--- src/rtl/ssi_pkg.sv ---
package ssi_pkg;
    localparam int NFLAG = 10;

    // status word bit positions (fixed, software decodes them)
    localparam int B_RXRDY   = 0;
    localparam int B_TXRDY   = 1;
    localparam int B_BRK     = 2;
    localparam int B_DMARX   = 3;
    localparam int B_DMATX   = 4;
    localparam int B_OVR     = 5;
    localparam int B_FRM     = 6;
    localparam int B_PAR     = 7;
    localparam int B_TMO     = 8;
    localparam int B_TXEMPTY = 9;

    // latched flag indices inside the receive flag bank
    localparam int NLATCH  = 6;
    localparam int L_RXRDY = 0;
    localparam int L_OVR   = 1;
    localparam int L_FRM   = 2;
    localparam int L_PAR   = 3;
    localparam int L_BRK   = 4;
    localparam int L_TMO   = 5;

    typedef struct packed {
        logic char_load;
        logic hold_read;
        logic brk_begin;
        logic brk_end;
        logic stop_strobe;
        logic stop_level;
        logic par_strobe;
        logic par_level;
        logic par_expect;
        logic multidrop;
        logic to_expire;
        logic to_disabled;
    } rx_evt_t;

    typedef struct packed {
        logic status_reset;
        logic to_restart;
    } cmd_t;

    typedef struct packed {
        logic tmo;
        logic brk;
        logic par;
        logic frm;
        logic ovr;
        logic rxrdy;
    } latched_t;

    function automatic logic parity_bad(input logic lvl, input logic expct,
                                        input logic md);
        return md ? lvl : (lvl ^ expct);
    endfunction

    function automatic logic [NFLAG-1:0] pack_status(
        input latched_t lf, input logic rx_en, input logic txrdy,
        input logic txempty, input logic dmarx, input logic dmatx);
        logic [NFLAG-1:0] s;
        s            = '0;
        s[B_RXRDY]   = lf.rxrdy & rx_en;
        s[B_TXRDY]   = txrdy;
        s[B_BRK]     = lf.brk;
        s[B_DMARX]   = dmarx;
        s[B_DMATX]   = dmatx;
        s[B_OVR]     = lf.ovr;
        s[B_FRM]     = lf.frm;
        s[B_PAR]     = lf.par;
        s[B_TMO]     = lf.tmo;
        s[B_TXEMPTY] = txempty;
        return s;
    endfunction
endpackage

--- src/rtl/ssi_flag.sv ---
module ssi_flag (
    input  logic clk,
    input  logic rst,
    input  logic set_i,
    input  logic clr_i,
    output logic q_o
);
    logic q_r;

    always_ff @(posedge clk) begin
        if (rst)
            q_r <= 1'b0;
        else if (set_i)
            q_r <= 1'b1;
        else if (clr_i)
            q_r <= 1'b0;
    end

    assign q_o = q_r;

    AST_SET_WINS: assert property (@(posedge clk) disable iff (rst)
        set_i |=> q_o);
    AST_STICKY_HOLD: assert property (@(posedge clk) disable iff (rst)
        (q_o && !clr_i) |=> q_o);
endmodule

--- src/rtl/ssi_rx_flags.sv ---
module ssi_rx_flags
    import ssi_pkg::*;
(
    input  logic     clk,
    input  logic     rst,
    input  rx_evt_t  evt_i,
    input  cmd_t     cmd_i,
    output latched_t flags_o
);
    logic [NLATCH-1:0] set_v;
    logic [NLATCH-1:0] clr_v;
    logic [NLATCH-1:0] q_v;

    always_comb begin
        set_v = '0;
        clr_v = '0;
        // receive-ready: data path event pair
        set_v[L_RXRDY] = evt_i.char_load;
        clr_v[L_RXRDY] = evt_i.hold_read;
        // overrun: load into a still-full holding register
        set_v[L_OVR]   = evt_i.char_load & q_v[L_RXRDY];
        clr_v[L_OVR]   = cmd_i.status_reset;
        // framing: stop bit sampled low
        set_v[L_FRM]   = evt_i.stop_strobe & ~evt_i.stop_level;
        clr_v[L_FRM]   = cmd_i.status_reset;
        // parity: wrong bit, or address marker in multidrop mode
        set_v[L_PAR]   = evt_i.par_strobe &
                         parity_bad(evt_i.par_level, evt_i.par_expect,
                                    evt_i.multidrop);
        clr_v[L_PAR]   = cmd_i.status_reset;
        // break: both edges of the break condition
        set_v[L_BRK]   = evt_i.brk_begin | evt_i.brk_end;
        clr_v[L_BRK]   = cmd_i.status_reset;
        // time-out: suppressed entirely when disabled
        set_v[L_TMO]   = evt_i.to_expire & ~evt_i.to_disabled;
        clr_v[L_TMO]   = cmd_i.to_restart | evt_i.to_disabled;
    end

    for (genvar g = 0; g < NLATCH; g++) begin : g_flag
        ssi_flag u_flag (
            .clk   (clk),
            .rst   (rst),
            .set_i (set_v[g]),
            .clr_i (clr_v[g]),
            .q_o   (q_v[g])
        );
    end

    always_comb begin
        flags_o       = '0;
        flags_o.rxrdy = q_v[L_RXRDY];
        flags_o.ovr   = q_v[L_OVR];
        flags_o.frm   = q_v[L_FRM];
        flags_o.par   = q_v[L_PAR];
        flags_o.brk   = q_v[L_BRK];
        flags_o.tmo   = q_v[L_TMO];
    end

    AST_OVERRUN_SET: assert property (@(posedge clk) disable iff (rst)
        (evt_i.char_load && flags_o.rxrdy) |=> flags_o.ovr);
    AST_RXRDY_CLEAR: assert property (@(posedge clk) disable iff (rst)
        (evt_i.hold_read && !evt_i.char_load) |=> !flags_o.rxrdy);
    AST_TMO_DISABLED: assert property (@(posedge clk) disable iff (rst)
        (evt_i.to_disabled && $past(evt_i.to_disabled)) |-> !flags_o.tmo);
    AST_TMO_RESTART: assert property (@(posedge clk) disable iff (rst)
        (cmd_i.to_restart && !evt_i.to_expire) |=> !flags_o.tmo);
endmodule

--- src/rtl/ssi_mask_reg.sv ---
module ssi_mask_reg
    import ssi_pkg::*;
(
    input  logic             clk,
    input  logic             rst,
    input  logic             en_we,
    input  logic [NFLAG-1:0] en_bits,
    input  logic             dis_we,
    input  logic [NFLAG-1:0] dis_bits,
    output logic [NFLAG-1:0] mask_o
);
    logic [NFLAG-1:0] mask_r;
    logic [NFLAG-1:0] set_m;
    logic [NFLAG-1:0] clr_m;

    always_comb begin
        set_m = en_we  ? en_bits  : '0;
        clr_m = dis_we ? dis_bits : '0;
    end

    always_ff @(posedge clk) begin
        if (rst)
            mask_r <= '0;
        else
            mask_r <= (mask_r | set_m) & ~clr_m;
    end

    assign mask_o = mask_r;

    AST_MASK_ENABLE: assert property (@(posedge clk) disable iff (rst)
        (en_we && !dis_we) |=> ((mask_o & $past(en_bits)) == $past(en_bits)));
    AST_MASK_DISABLE: assert property (@(posedge clk) disable iff (rst)
        dis_we |=> ((mask_o & $past(dis_bits)) == '0));
    AST_MASK_IDLE: assert property (@(posedge clk) disable iff (rst)
        (!en_we && !dis_we) |=> $stable(mask_o));
endmodule

--- src/rtl/ssi_irq_gen.sv ---
module ssi_irq_gen
    import ssi_pkg::*;
(
    input  logic             clk,
    input  logic             rst,
    input  logic [NFLAG-1:0] status_i,
    input  logic [NFLAG-1:0] mask_i,
    output logic             irq_o
);
    logic irq_r;

    always_ff @(posedge clk) begin
        if (rst)
            irq_r <= 1'b0;
        else
            irq_r <= |(status_i & mask_i);
    end

    assign irq_o = irq_r;

    AST_IRQ_RAISE: assert property (@(posedge clk) disable iff (rst)
        (|(status_i & mask_i)) |=> irq_o);
    AST_IRQ_DROP: assert property (@(posedge clk) disable iff (rst)
        ((status_i & mask_i) == '0) |=> !irq_o);
endmodule

--- src/rtl/ssi_status_irq.sv ---
module ssi_status_irq
    import ssi_pkg::*;
(
    input  logic             clk,
    input  logic             rst,
    input  logic             rx_enable,
    input  logic             rx_char_load,
    input  logic             rx_hold_read,
    input  logic             rx_brk_begin,
    input  logic             rx_brk_end,
    input  logic             rx_stop_strobe,
    input  logic             rx_stop_level,
    input  logic             rx_par_strobe,
    input  logic             rx_par_level,
    input  logic             rx_par_expect,
    input  logic             multidrop_mode,
    input  logic             rx_to_expire,
    input  logic             rx_to_disabled,
    input  logic             cmd_to_restart,
    input  logic             cmd_status_reset,
    input  logic             tx_hold_free,
    input  logic             tx_idle,
    input  logic             dma_rx_done,
    input  logic             dma_tx_done,
    input  logic             ien_we,
    input  logic [NFLAG-1:0] ien_bits,
    input  logic             idis_we,
    input  logic [NFLAG-1:0] idis_bits,
    output logic [NFLAG-1:0] status_o,
    output logic [NFLAG-1:0] mask_o,
    output logic             irq_o
);
    rx_evt_t          evt;
    cmd_t             cmd;
    latched_t         lflags;
    logic [NFLAG-1:0] status_w;
    logic [NFLAG-1:0] mask_w;

    always_comb begin
        evt.char_load   = rx_char_load;
        evt.hold_read   = rx_hold_read;
        evt.brk_begin   = rx_brk_begin;
        evt.brk_end     = rx_brk_end;
        evt.stop_strobe = rx_stop_strobe;
        evt.stop_level  = rx_stop_level;
        evt.par_strobe  = rx_par_strobe;
        evt.par_level   = rx_par_level;
        evt.par_expect  = rx_par_expect;
        evt.multidrop   = multidrop_mode;
        evt.to_expire   = rx_to_expire;
        evt.to_disabled = rx_to_disabled;
        cmd.status_reset = cmd_status_reset;
        cmd.to_restart   = cmd_to_restart;
    end

    ssi_rx_flags u_rx_flags (
        .clk     (clk),
        .rst     (rst),
        .evt_i   (evt),
        .cmd_i   (cmd),
        .flags_o (lflags)
    );

    ssi_mask_reg u_mask (
        .clk      (clk),
        .rst      (rst),
        .en_we    (ien_we),
        .en_bits  (ien_bits),
        .dis_we   (idis_we),
        .dis_bits (idis_bits),
        .mask_o   (mask_w)
    );

    always_comb begin
        status_w = pack_status(lflags, rx_enable, tx_hold_free, tx_idle,
                               dma_rx_done, dma_tx_done);
    end

    ssi_irq_gen u_irq (
        .clk      (clk),
        .rst      (rst),
        .status_i (status_w),
        .mask_i   (mask_w),
        .irq_o    (irq_o)
    );

    assign status_o = status_w;
    assign mask_o   = mask_w;

    AST_RXRDY_GATED: assert property (@(posedge clk) disable iff (rst)
        !rx_enable |-> !status_o[B_RXRDY]);
    AST_FRAME_SET: assert property (@(posedge clk) disable iff (rst)
        (rx_stop_strobe && !rx_stop_level) |=> status_o[B_FRM]);
    AST_BREAK_SET: assert property (@(posedge clk) disable iff (rst)
        (rx_brk_begin || rx_brk_end) |=> status_o[B_BRK]);
endmodule

--- config.mk ---
export PLATFORM = sky130hd
export DESIGN_NAME = ssi_status_irq
export DESIGN_NICKNAME = d
export VERILOG_FILES = /design/src/rtl/ssi_pkg.sv /design/src/rtl/ssi_flag.sv /design/src/rtl/ssi_rx_flags.sv /design/src/rtl/ssi_mask_reg.sv /design/src/rtl/ssi_irq_gen.sv /design/src/rtl/ssi_status_irq.sv
export SDC_FILE = /design/constraint.sdc
export NUM_CORES = 1
export LEC_CHECK = 0
export CAP_MARGIN = 0
export CORE_MARGIN = 2
export CORE_UTILIZATION = 37
export CTS_BUF_LIST = sky130_fd_sc_hd__clkbuf_4 sky130_fd_sc_hd__clkbuf_8
export CTS_CLUSTER_SIZE = 16
export DETAILED_ROUTE_END_ITERATION = 7
export HOLD_SLACK_MARGIN = 0.03
export MAX_ROUTING_LAYER = met4
export PLACE_DENSITY_LB_ADDON = 0.15
export SLEW_MARGIN = 15
export SYNTH_ARGS = -nofsm -noshare
export SYNTH_HDL_FRONTEND = slang
export SYNTH_HIERARCHICAL = 1
export SYNTH_SLANG_ARGS = --single-unit
--- constraint.sdc ---
create_clock -name clk -period 2.39 [get_ports clk]
set_clock_uncertainty 0.15 [all_clocks]
set_input_delay 0.478 -clock clk [delete_from_list [all_inputs] [get_ports clk]]
set_output_delay 0.478 -clock clk [all_outputs]
set_load 0.01 [all_outputs]
# == Word level (Yosys, flattened, before mapping) ==
# Index checks and enable logic that the tools add are counted.
# totals
register_bits,17
latchBits,0
ramBits,0
rom_bits,0
input_bits,43
wordCells,41
memories,0
# classes
add_sub_neg,0
multipliers,0
div_mod_pow,0
magnitude_cmp,0
n_eq_ne,0
shift,0
muxes,12
bitwise_logic,14
reduce_logical,7
# ops
operator,count
10-bit AND,2
10-bit two-way mux,2
2-bit nonzero test,6
1-bit two-way mux,10
10-bit NOT,1
10-bit bitwise OR,1
10-bit OR reduction,1
1-bit AND,5
1-bit NOT,2
1-bit bitwise OR,2
1-bit XOR,1

# == Longest topological paths before layout ==
# logic_depth
depth_word,4
depth_mapped,4
ltp_nobuf,4

# == Cells and area by module ==
# The synthesis kept the hierarchy.
# modules_own_cells
module,instances,cells_per_inst,area_per_inst_um2
ssi_mask_reg,1,33,436.7
ssi_flag,6,4,38.8
ssi_irq_gen,1,7,81.3
ssi_rx_flags,1,9,57.6
ssi_status_irq,1,5,36.3

# == Least setup slack after synthesis ==
# Ideal clock, no wire load.
# synth_timing
path_type,input to output
start,input rx_enable
end,output status_o[0]
t_arrival_ps,639
t_required_ps,1762
path_slack_ps,1123
stages,1
n_path_buf,0
path_cell_list,and2_1
# synth_between
elab_chain_cells,1
# synth_rtl
element,line,rtl
"start, declared",ssi_status_irq.sv:6,"input logic rx_enable,"
1-bit AND,ssi_pkg.sv:64,s[B_RXRDY] = lf.rxrdy & rx_en;
"end, declared",ssi_status_irq.sv:29,"output logic [NFLAG-1:0] status_o,"
# Every way passes these cells.

# == Worst setup path in the final report ==
# Same ends and word-level chain as after synthesis.

==> summary.txt <==
register area share after synthesis -> 0.403
worst min-delay path category -> reg -> reg
most used cell, CP -> clkdlybuf4s50_1
setup TNS -> 0 ns
achievable clock frequency -> 0.454 GHz
compound-cell area share of the yosys netlist -> 0.393
clock slew at reported path FFs -> 0.10 ns
final WL -> 2.21 mm
Die W -> 51.8 um
total of max-cap violations -> 0
Root Driver -> clkbuf_4
# DRC -> 0
H-tree depth -> 1
FILL cells -> 169
clock latency at the later pin of the worst-skew pair -> 0.28 ns
outcome -> complete, no violations
final worst path period share -> 0.923
worst path bufs/invs -> 2
Req. time, crit path -> 1.76 ns
delay-heaviest family, CP -> buffers and inverters
CP peak stage delay -> 0.53 ns
Syn Inst Count -> 78
hold_buf cts -> 0
row count -> 17
distinct cell type count after synthesis -> 18
initial antenna violation count -> 0
Yosys top cell area share -> 0.403
RSZ-0062 raised after global routing -> no
CP Max Fanout -> 2
Post-DP HPWL -> 1.78 mm
CTS max path bufs -> 2
HP Start -> u_rx_flags/g_flag[0].u_flag/q_o$_SDFFE_PP0P_
final hold vios -> 0
PD cells -> 447 mW/mm^2
Ant. Diodes -> 0
Synth Area in Adders -> 0
Slew Limit Headroom -> 0.614
Startpoint Class -> input port
Tmin final -> 2.20 ns
quantity of gates resized following cts -> 0
multi-input logic area -> 428 um^2
Slew Viols, Final -> 0
first-pass iteration count of the detailed router -> 4
Layout Area Growth over Synthesis -> 76.9%
Die Y -> 51.8 um
CP startpoint -> rx_enable
DR iter-0 viols -> 9
crit end category -> output pin
mux share of post-synthesis cell area -> 0
fin util -> 0.682
EDFF count, synth -> 0
ANT nets after route -> 0
clk sinks -> 17
ys async rst share -> 0
starting density of the core -> 0.385
first-pass GRT wire length -> 3.48 mm
Peak VDD IR -> 0.000278 V
Via Count -> 815
total gr overflow -> 0
worst-margin pin slew -> 0.577 ns
synthesized netlist net count -> 121
Static Leak -> 0.518 nW
Total Routing Usage GR -> 0.181
Setup violations, final -> 0
layout cells sized above 1 -> 0.237
Worst R2R Start -> u_rx_flags/g_flag[4].u_flag/q_o$_SDFFE_PP0P_
fin nets -> 183
main combinational cell family by area after synthesis -> compound AO/OA/AOI/OAI gates
Ys Warns -> 6
Post-Syn Area -> 845 um^2
crit path cell chain -> clkdlybuf4s50_1, and2_1, clkdlybuf4s50_1
I/O Buffers -> 63
FF+latch area -> 340 um^2
slowest CP cell -> clkdlybuf4s50_1
Syn Area/Cell -> 10.8 um^2
largest net degree at the start of global routing -> 18
CTS tree -> built
die area -> 0.00268 mm^2
Area contributors post-synth -> dfxtp_1 40%, a21oi_2 17%, a211oi_2 15%
worst setup path category -> in -> out
Core Region -> 0.00219 mm^2
Ports -> 64
RD Place Congestion -> 0.670
XOR/XNOR Fraction of Synth Area -> 0
CTS buffer count -> 3
Synth Flop Type -> dfxtp_1
DR vias/cell -> 4.88
Final WS setup -> 0.185 ns
DP Cell Count -> 163
via count of the first global-routing pass -> 766
average wire per standard cell -> 13.3 um
Post-Synth Simple-Gate Area -> 0.114
flops & latches, synth -> 17
Layout Cells excl Fill -> 167
Post-CTS Setup Bufs -> 0
Post-Place Worst Slack -> 0.178 ns
CP arrival -> 1.58 ns
dominant cell type by area after synthesis -> dfxtp_1
## worst paths after layout
path / endpoint / slack [ns] / cells past startpoint
max: status_o[0] / 0.19 / 3
min: u_rx_flags/g_flag[0].u_flag/q_o$_SDFFE_PP0P_ / 0.36 / 2
max reg2reg: u_irq/irq_o$_SDFF_PP0_ / 1.24 / 3
min reg2reg: u_rx_flags/g_flag[0].u_flag/q_o$_SDFFE_PP0P_ / 0.36 / 2
## worst register-to-register path: cells and delay by family (launching register included)
| kind | cells | cell delay, ns |
|---|---|---|
| compound gates | 3 | 0.54 |
| flops | 1 | 0.35 |
## cell type report
class                      instances  share of cell area
clock buffer                       4              0.0201
inverter                           6              0.0151
multi-input combinational         48               0.286
sequential                        17               0.228
tap                               28              0.0235
timing repair buffer              64               0.427
## registers in the layout, indices dropped and copies added (netlist names)
signal,cells
u_irq/irq_o,1
u_mask/mask_o,10
u_rx_flags/g_flag.u_flag/q_o,6
## cells by family after synthesis
kind of cell / after synthesis
buffers and inverters: 13
AO/OA/AOI/OAI: 33
flip-flops: 17
AND/OR/NAND/NOR: 15
## Yosys cell counts, drive strengths merged (2+ instances only)
cell type / number
nand2b: 6
dfxtp: 17
buf: 7
or2: 2
and2: 2
a21oi: 16
inv: 6
a211oi: 10
nor2b: 3
a22o: 2
a221oi: 2
## metrics by stage
stage / power, W / instance area, um^2 / hold slack, ns
2_1_floorplan: 0.000390 / 845 / 0.311
3_3_place_gp: 0.000505 / 1460 / 0.335
3_5_place_dp: 0.000509 / 1460 / 0.342
4_1_cts: 0.000675 / 1490 / 0.361
5_1_grt: 0.000697 / 1490 / 0.397
6_report: 0.000667 / 1490 / 0.360
## where the power goes
group          total [W]  internal, W  switching, W
Clock           0.000166    0.0000761     0.0000901
Sequential      0.000316     0.000300     0.0000152
Combinational   0.000186     0.000121     0.0000643
Total           0.000667     0.000498      0.000170
## metal layers
metal / vias to the layer above / global-route usage / part of all wire
met5: - / - / 0
met4: 0 / 0.0526 / 0.0059
met3: 2 / 0.0431 / 0.089
met2: 43 / 0.325 / 0.50
met1: 370 / 0.198 / 0.40
li1: 400 / - / -
## layout by cell type (no fill, tap or decap), types with 2 or more instances in the layout
cell and instances:
a211oi_2 10, a21oi_2 16, a221oi_2 2, a22o_1 2
and2_1 2, clkbuf_4 4, clkdlybuf4s50_1 63, dfxtp_1 17
inv_1 6, nand2b_1 6, nor2b_1 3, or2_1 2
Note: power is estimated with default switching activity, not from simulation.
